$ cat src/rtl/evt_timer_pkg.sv
package evt_timer_pkg;

  localparam int TMR_DATA_W = 32;
  localparam int TMR_CNT_W  = 29;
  localparam int TMR_ADDR_W = 4;

  // byte offsets of the two register words
  localparam int OFS_PRESET = 0;
  localparam int OFS_STATUS = 4;

  typedef enum logic {
    RUN_ONESHOT  = 1'b0,
    RUN_PERIODIC = 1'b1
  } run_mode_e;

endpackage

$ cat src/rtl/evt_tmr_ctrl.sv
module evt_tmr_ctrl
  import evt_timer_pkg::*;
#(
  parameter int CNT_W  = TMR_CNT_W,
  parameter int DATA_W = TMR_DATA_W
) (
  input  logic              clk,
  input  logic              rst_n,
  input  logic              preset_we_i,
  input  logic [DATA_W-1:0] preset_wdata_i,
  input  logic              oneshot_done_i,
  output logic              enable_o,
  output run_mode_e         mode_o,
  output logic [CNT_W-1:0]  reload_o
);

  localparam int EN_BIT  = DATA_W - 1;
  localparam int PER_BIT = DATA_W - 2;

  logic unused_gap_bits;
  assign unused_gap_bits = ^preset_wdata_i[PER_BIT-1:CNT_W];

  always_ff @(posedge clk) begin
    if (!rst_n) begin
      enable_o <= 1'b0;
      mode_o   <= RUN_ONESHOT;
      reload_o <= '0;
    end else if (preset_we_i) begin
      enable_o <= preset_wdata_i[EN_BIT];
      mode_o   <= run_mode_e'(preset_wdata_i[PER_BIT]);
      reload_o <= preset_wdata_i[CNT_W-1:0];
    end else if (oneshot_done_i) begin
      enable_o <= 1'b0;
    end
  end

endmodule

$ cat src/rtl/evt_tmr_core.sv
module evt_tmr_core
  import evt_timer_pkg::*;
#(
  parameter int CNT_W = TMR_CNT_W
) (
  input  logic             clk,
  input  logic             rst_n,
  input  logic             tick_i,
  input  logic             enable_i,
  input  run_mode_e        mode_i,
  input  logic             load_i,
  input  logic [CNT_W-1:0] load_val_i,
  input  logic [CNT_W-1:0] reload_i,
  output logic [CNT_W-1:0] count_o,
  output logic             expire_o
);

  function automatic logic is_spent(input logic [CNT_W-1:0] c);
    return c == '0;
  endfunction

  function automatic logic [CNT_W-1:0] step_down(input logic [CNT_W-1:0] c);
    return c - CNT_W'(1);
  endfunction

  logic             advance_w;
  logic [CNT_W-1:0] count_d;

  assign advance_w = tick_i & enable_i & ~load_i;
  assign expire_o  = advance_w & is_spent(count_o);

  always_comb begin
    count_d = count_o;
    if (load_i) begin
      count_d = load_val_i;
    end else if (expire_o) begin
      if (mode_i == RUN_PERIODIC) count_d = reload_i;
    end else if (advance_w) begin
      count_d = step_down(count_o);
    end
  end

  always_ff @(posedge clk) begin
    if (!rst_n) count_o <= '0;
    else        count_o <= count_d;
  end

endmodule

$ cat src/rtl/evt_tmr_irq.sv
module evt_tmr_irq (
  input  logic clk,
  input  logic rst_n,
  input  logic set_i,
  input  logic clr_i,
  output logic pend_o
);

  always_ff @(posedge clk) begin
    if (!rst_n)     pend_o <= 1'b0;
    else if (set_i) pend_o <= 1'b1;
    else if (clr_i) pend_o <= 1'b0;
  end

endmodule

$ cat src/rtl/evt_countdown_timer.sv
module evt_countdown_timer
  import evt_timer_pkg::*;
#(
  parameter int CNT_W  = TMR_CNT_W,
  parameter int DATA_W = TMR_DATA_W,
  parameter int ADDR_W = TMR_ADDR_W
) (
  input  logic              clk,
  input  logic              rst_n,
  input  logic              tick_i,
  input  logic              wr_en_i,
  input  logic [ADDR_W-1:0] wr_addr_i,
  input  logic [DATA_W-1:0] wr_data_i,
  input  logic [ADDR_W-1:0] rd_addr_i,
  output logic [DATA_W-1:0] rd_data_o,
  output logic              irq_o
);

  localparam int EN_BIT  = DATA_W - 1;
  localparam int MODE_BIT = DATA_W - 2;
  localparam int CLR_BIT = DATA_W - 2;
  localparam logic [ADDR_W-1:0] A_PRESET = ADDR_W'(OFS_PRESET);
  localparam logic [ADDR_W-1:0] A_STATUS = ADDR_W'(OFS_STATUS);

  // named internal events, also observed by the bound checker
  logic             load_w;
  logic             clr_w;
  logic             expire_w;
  logic             oneshot_done_w;
  logic             periodic_w;
  logic             enable_q;
  run_mode_e        mode_q;
  logic [CNT_W-1:0] reload_q;
  logic [CNT_W-1:0] count_q;

  assign load_w         = wr_en_i & (wr_addr_i == A_PRESET);
  assign clr_w          = wr_en_i & (wr_addr_i == A_STATUS) & wr_data_i[CLR_BIT];
  assign periodic_w     = (mode_q == RUN_PERIODIC);
  assign oneshot_done_w = expire_w & ~periodic_w;

  evt_tmr_ctrl #(.CNT_W(CNT_W), .DATA_W(DATA_W)) u_ctrl (
    .clk            (clk),
    .rst_n          (rst_n),
    .preset_we_i    (load_w),
    .preset_wdata_i (wr_data_i),
    .oneshot_done_i (oneshot_done_w),
    .enable_o       (enable_q),
    .mode_o         (mode_q),
    .reload_o       (reload_q)
  );

  evt_tmr_core #(.CNT_W(CNT_W)) u_core (
    .clk        (clk),
    .rst_n      (rst_n),
    .tick_i     (tick_i),
    .enable_i   (enable_q),
    .mode_i     (mode_q),
    .load_i     (load_w),
    .load_val_i (wr_data_i[CNT_W-1:0]),
    .reload_i   (reload_q),
    .count_o    (count_q),
    .expire_o   (expire_w)
  );

  evt_tmr_irq u_irq (
    .clk    (clk),
    .rst_n  (rst_n),
    .set_i  (expire_w),
    .clr_i  (clr_w),
    .pend_o (irq_o)
  );

  function automatic logic [DATA_W-1:0] pack_preset(
    input logic en, input logic per, input logic [CNT_W-1:0] val);
    logic [DATA_W-1:0] w;
    w = '0;
    w[CNT_W-1:0] = val;
    w[MODE_BIT]  = per;
    w[EN_BIT]    = en;
    return w;
  endfunction

  function automatic logic [DATA_W-1:0] pack_status(
    input logic pend, input logic [CNT_W-1:0] cnt);
    logic [DATA_W-1:0] w;
    w = '0;
    w[CNT_W-1:0] = cnt;
    w[CLR_BIT]   = pend;
    return w;
  endfunction

  always_comb begin
    unique case (rd_addr_i)
      A_PRESET: rd_data_o = pack_preset(enable_q, periodic_w, reload_q);
      A_STATUS: rd_data_o = pack_status(irq_o, count_q);
      default:  rd_data_o = '0;
    endcase
  end

endmodule

$ cat config.mk
export PLATFORM = sky130hd
export DESIGN_NAME = evt_countdown_timer
export DESIGN_NICKNAME = d
export VERILOG_FILES = /design/src/rtl/evt_timer_pkg.sv /design/src/rtl/evt_tmr_ctrl.sv /design/src/rtl/evt_tmr_core.sv /design/src/rtl/evt_tmr_irq.sv /design/src/rtl/evt_countdown_timer.sv
export SDC_FILE = /design/constraint.sdc
export NUM_CORES = 1
export LEC_CHECK = 0
export ABC_AREA = 1
export ABC_CLOCK_PERIOD_IN_PS = 2900
export BUFFER_PORTS_ARGS = -buffer_cell sky130_fd_sc_hd__buf_2
export CORE_ASPECT_RATIO = 0.7
export CORE_UTILIZATION = 60
export DETAILED_ROUTE_END_ITERATION = 12
export PLACE_DENSITY = 0.89
export SYNTH_ARGS = -nofsm -noshare
export SYNTH_HDL_FRONTEND = slang
export SYNTH_SLANG_ARGS = --single-unit
export TNS_END_PERCENT = 100
$ cat constraint.sdc
create_clock -name clk -period 2.9 [get_ports clk]
set_input_delay 0 -clock clk [delete_from_list [all_inputs] [get_ports clk]]
set_output_delay 0 -clock clk [all_outputs]
set_load 0.01 [all_outputs]
* After elaboration in Yosys (flattened, before gate mapping)
Cells that the tools add are included.
Word-level totals: register bits after elaboration 61, input port bits 44, latch bits 0, bits in writable memories 0, memory bits (read-only) 0, memories 0, output and inout port bits 33, logic and storage cells 34
Cells by class: reductions and logical operators 7, order comparisons 0, $mul 0, div/mod/pow operators 0, add/sub/neg operators 1, shifts and indexed selects 0, mux-type cells 9, bitwise operators 9, equal/unequal tests 3
Operators by type and width (count):
- $mux W29 | 4
- $pmux W32 S2 | 1
- $logic_not A29 Y1 | 1
- $sub A29 B1 Y29 const B | 1
- $eq A4 B3 Y1 const B | 2
- $logic_not A4 Y1 | 2
- $and A1 B1 Y1 | 7
- $mux W1 | 4
- $reduce_bool A2 Y1 | 2
- $ne A3 B1 Y1 const B | 1
- $reduce_bool A3 Y1 | 1
- $not A1 Y1 | 2
- $reduce_and A2 Y1 | 1

* Logic depth before layout (Yosys ltp)
word-level depth 8, depth in mapped cells 14, depth with buffers taken out 13

* Hierarchy
From an unflattened synthesis, not the netlist that was laid out.
Unflattened totals: cells, all modules 731, area total of the unflattened synthesis 4414.2 um^2
Modules (own cells, without submodules):
- evt_tmr_core | area an instance 2660.1 um^2, cells each 467, instances 1
- evt_tmr_ctrl | area an instance 1108.6 um^2, cells each 137, instances 1
- evt_countdown_timer | area an instance 601.8 um^2, cells each 121, instances 1
- evt_tmr_irq | area an instance 43.8 um^2, cells each 6, instances 1

* Worst setup path before layout
No wires, ideal clock.
kind register to register, start point reg u_core.count_o[0], end point reg u_core.count_o[13], setup slack 1222 ps, period minus slack after synthesis 1678 ps, path buffers 2, stages on the path, launching flop included 14, data arrival time 1564 ps, library setup time 114 ps, path through dfxtp_1 > inv_1 > ha_1 > inv_1 > nor2_1 > nand2_1 > nor2_1 > nand2_1 > o21ai_2 > buf_6 > buf_6 > nand2_1 > a21oi_1 > nor2_1
On the way: cells in the longest elaborated chain, start to end 4, elaborated cells on any way between the ends 9, classes of those cells add/sub: 1; eq/ne: 1; mux: 3; bitwise: 1; reduce/logical: 3
Ends and longest elaborated chain:
- from (decl) | line evt_tmr_core.sv:14 | output logic [CNT_W-1:0] count_o,
- from (signal assigned) | line evt_tmr_core.sv:45 | else count_o <= count_d;
- $sub A29 B1 Y29 / $logic_not A29 Y1 (equally long branches) | line evt_tmr_core.sv:23, evt_tmr_core.sv:19
- $mux W29 / $and A1 B1 Y1 (equally long branches) | line evt_tmr_core.sv:38, evt_tmr_core.sv:30
- $mux W29, or another cell as far along | line evt_tmr_core.sv:36 | end else if (expire_o) begin
- $mux W29 / $reduce_and A2 Y1 (equally long branches)
Parallel ways exist; a longest one is shown, timed or not. The select of a mux whose other input is x is not followed. A chain may end at the register's enable or synchronous reset.

* Worst setup path in the final report
start point reg u_core.count_o[0], end point reg u_core.count_o[17]
The elaborated chain is that of the path after synthesis.

==> summary.txt <==
Status
  – Status: completed

Clock network
  – Clock transition at the registers of the reported paths: 0.07 ns
  – TritonCTS Buffers: 9
  – CTS H-tree depth: 3
  – CTS Sinks: 61
  – CTS tree: done
  – Worst skew pair latency: 0.35 ns
  – Post-CTS Setup Bufs: 0
  – Clk buf depth: 2
  – CTS root buf: clkbuf_8

STA
  – Fin crit share: 93.6%
  – Max Fclk: 0.369 GHz
  – Slew margin rel.: 25.9%
  – Final worst path period need: 2.71 ns
  – Hold slack: 0.0980 ns
  – Max Slew Vio Count: 0
  – Final TNS setup: 0 ns
  – Setup violators final: 0
  – Final Hold Vio Count: 0
  – Fin worst setup slack: 0.187 ns
  – Worst-Margin Slew: 1.11 ns
  – RSZ-0062 raised after global routing: false
  – Final Skew: 0.0105 ns

Layout
  – Multi-input gate area: 2410 µm²
  – Fill cells: 499
  – Area Growth Syn to Fin: 21.2%
  – FF+latch area: 1220 µm²
  – Design area: 4830 µm²
  – Ant diodes: 0
  – Nets: 813
  – Layout cells sized above 1: 15.7%

Drt
  – Drt pass-1 iters: 5
  – Final WL: 13.2 mm
  – Average wire per standard cell: 15.6 µm
  – Remaining antenna violation count: 0
  – Vias: 4939
  – # DRC: 0
  – 1st-iter DRT viols: 487
  – Avg Vias per Cell: 5.82

Critical path
  – Worst reg2reg endpoint: u_core.count_o[17]
  – CP Data Arrival Time: 2.95 ns
  – Worst setup EP type: flop
  – Critical path startpoint category: flop
  – CP max FO: 30
  – FF-to-FF Start: u_core.count_o[0]
  – Reg-to-reg slack, setup: 0.19 ns
  – Crit Path Category: reg -> reg
  – Reg2Reg Depth: 13
  – Critical path required time: 3.14 ns

Floorplanning
  – Site Rows: 24
  – DIE AREA: 6980 µm²
  – Die height: 70.2 µm
  – Starting Density: 63.2%
  – Boundary Pins: 77
  – Core area: 6310 µm²
  – Die X: 99.4 µm

GRT
  – Remaining global-route overflow: 0
  – Vias in the first global route: 4584
  – Pin count of the biggest net entering global routing: 33
  – GR Util All Layers: 39.4%
  – Initial antenna violation count: 0
  – Global-route wire length before repair: 21.4 mm

Placed design
  – Post-Place Setup Slack: 0.317 ns
  – Placed standard-cell area: 4350 µm²
  – Routability cong.: 0.993
  – Hpwl dp: 8.62 mm
  – Port bufs: 74

Job
  – Max cap viols: 0

Synth
  – Mapped Cells: 676
  – Syn_area_per_cell: 5.90 µm²
  – Post-Syn Nets: 722
  – Syn Std Cell Area: 3990 µm²
  – Ys Warns: 0
  – FF+latch count, synth: 61
  – Netlist cell types: 29
  – Seq/Total Area, Yosys: 30.6%

Worst hold path
  – Hold WC Path Type: in -> reg
  – Critical hold path startpoint: wr_addr_i[2]
  – WHS Endpoint: u_irq.pend_o
  – Worst Hold Depth: 4

Power and ir drop
  – Maximum vdd ir drop: 0.340 mV
  – Power Density: 441 nW/µm²
  – Leakage: 0.00235 µW
## flip-flops by register name (all words and copies together), names as in the netlist
signal and flops:
u_irq.pend_o 1, u_ctrl.reload_o 29, u_core.count_o 29, u_ctrl.mode_o 1, u_ctrl.enable_o 1
## worst max path at each step
stage | from | end | slack [ns] | cells after the start
after CTS | u_core.count_o[0] | u_core.count_o[28] | 0.31 | 13
final | u_core.count_o[0] | u_core.count_o[17] | 0.19 | 13
after global routing | u_core.count_o[0] | u_core.count_o[2] | 0.03 | 13
after detailed placement | u_core.count_o[0] | u_core.count_o[28] | 0.32 | 13
after floorplan | u_core.count_o[0] | u_core.count_o[13] | 1.22 | 13
after global placement | u_core.count_o[0] | u_core.count_o[21] | 0.47 | 13
## synth_stat cells
| master | instances | area share [%] |
|---|---|---|
| nand2_1 | 223 | 21 |
| nor2_1 | 88 | 8.3 |
| nand3_1 | 84 | 11 |
| dfxtp_1 | 61 | 31 |
| a21oi_1 | 56 | 7.0 |
| inv_1 | 47 | 4.4 |
| o21ai_0 | 35 | 4.4 |
| clkbuf_1 | 16 | 1.5 |
| xor2_1 | 11 | 2.4 |
| buf_2 | 8 | 1.0 |
| nand4_1 | 7 | 1.1 |
| nor2_2 | 6 | 0.94 |
| a21oi_2 | 5 | 1.1 |
| buf_1 | 4 | 0.38 |
| buf_4 | 3 | 0.57 |
| buf_6 | 3 | 0.85 |
| nand2_2 | 3 | 0.47 |
| ha_1 | 2 | 0.63 |
| inv_2 | 2 | 0.19 |
| nor2_4 | 2 | 0.57 |
| nor3_1 | 2 | 0.25 |
| and2_1 | 1 | 0.16 |
| conb_1 | 1 | 0.094 |
| inv_4 | 1 | 0.16 |
| nand2_4 | 1 | 0.28 |
| nand3_4 | 1 | 0.44 |
| nand3b_1 | 1 | 0.19 |
| o21ai_2 | 1 | 0.22 |
| o22ai_1 | 1 | 0.16 |
## final cells by class
cell class                      instances  share of cell area, %
Sequential cell                        61                   25.3
Timing Repair Buffer                  114                   15.5
Multi-Input combinational cell        531                   49.8
Inverter                               50                   3.94
Clock buffer                           11                   2.93
Tap cell                               78                   2.02
Clock inverter                          4                  0.518
## report_power, final
group          total (µW)  switching (µW)  internal (µW)
combinational         571             366            205
sequential            878            20.7            858
clock                 681             355            326
total                2130             742           1390
## cell usage in the layout (no fill, tap or decap)
cell           count
nor2_4             2
nand3b_1           1
buf_2             74
clkbuf_8          10
dlygate4sd3_1     31
nor2_1            86
nand3_1           84
clkinvlp_4         2
and2_1             1
a21oi_2            5
inv_2              2
nor3_1             2
nand4_1            7
nor2_2             8
a21oi_1           56
o21ai_0           35
xor2_1            11
nand2_4            1
nand2_2            3
clkbuf_1           1
conb_1             1
nand2_1          223
dfxtp_1           61
o21ai_2            1
nand3_4            1
inv_4              1
inv_1             47
ha_1               2
clkinv_2           2
buf_4              9
o22ai_1            1
## kinds of logic after synthesis
logic type,after synthesis,synth area share (%)
simple gates,419,44.2
buf+inv,84,9.07
flops,61,30.6
compound gates,98,12.9
other cells,1,0.0941
xor+xnor,11,2.42
fa+ha+maj,2,0.628
## critical path: stages (launching register included)
cell	delay (ns)
dfxtp_1	0.32
inv_1	0.18
ha_1	0.23
inv_1	0.05
nor2_1	0.08
nand2_1	0.05
nor2_1	0.14
nand2_1	0.14
nor2_4	0.14
nand3_4	0.31
nand2_2	0.66
nand2_1	0.11
nand2_1	0.10
nor2_1	0.06
## layer usage
metal / up-vias / global-route usage [%] / share of wire (%)
met1: 2242 / 50.3 / 42
li1: 2343 / - / -
met2: 310 / 65.2 / 45
met4: 0 / 14.7 / 2.4
met3: 44 / 8.71 / 11
met5: - / 0 / 0
## what timing repair did
item / 4_1_cts / 5_1_grt
hold endpoints to repair: 32 / 0
hold buffers: 31 / 0
endpoints found under the setup margin: 0 / 0
gates resized for setup: 0 / 0
## through the flow
step                      util [%]  cells  total power [µW]
after floorplan                  -    676              1280
after global placement        69.0    803              1400
after detailed placement      69.0    803              1420
after CTS                     76.6    849              2110
after global routing          76.6    849              2220
final                         76.6    849              2130
Note: power is estimated with default switching activity, not from simulation.
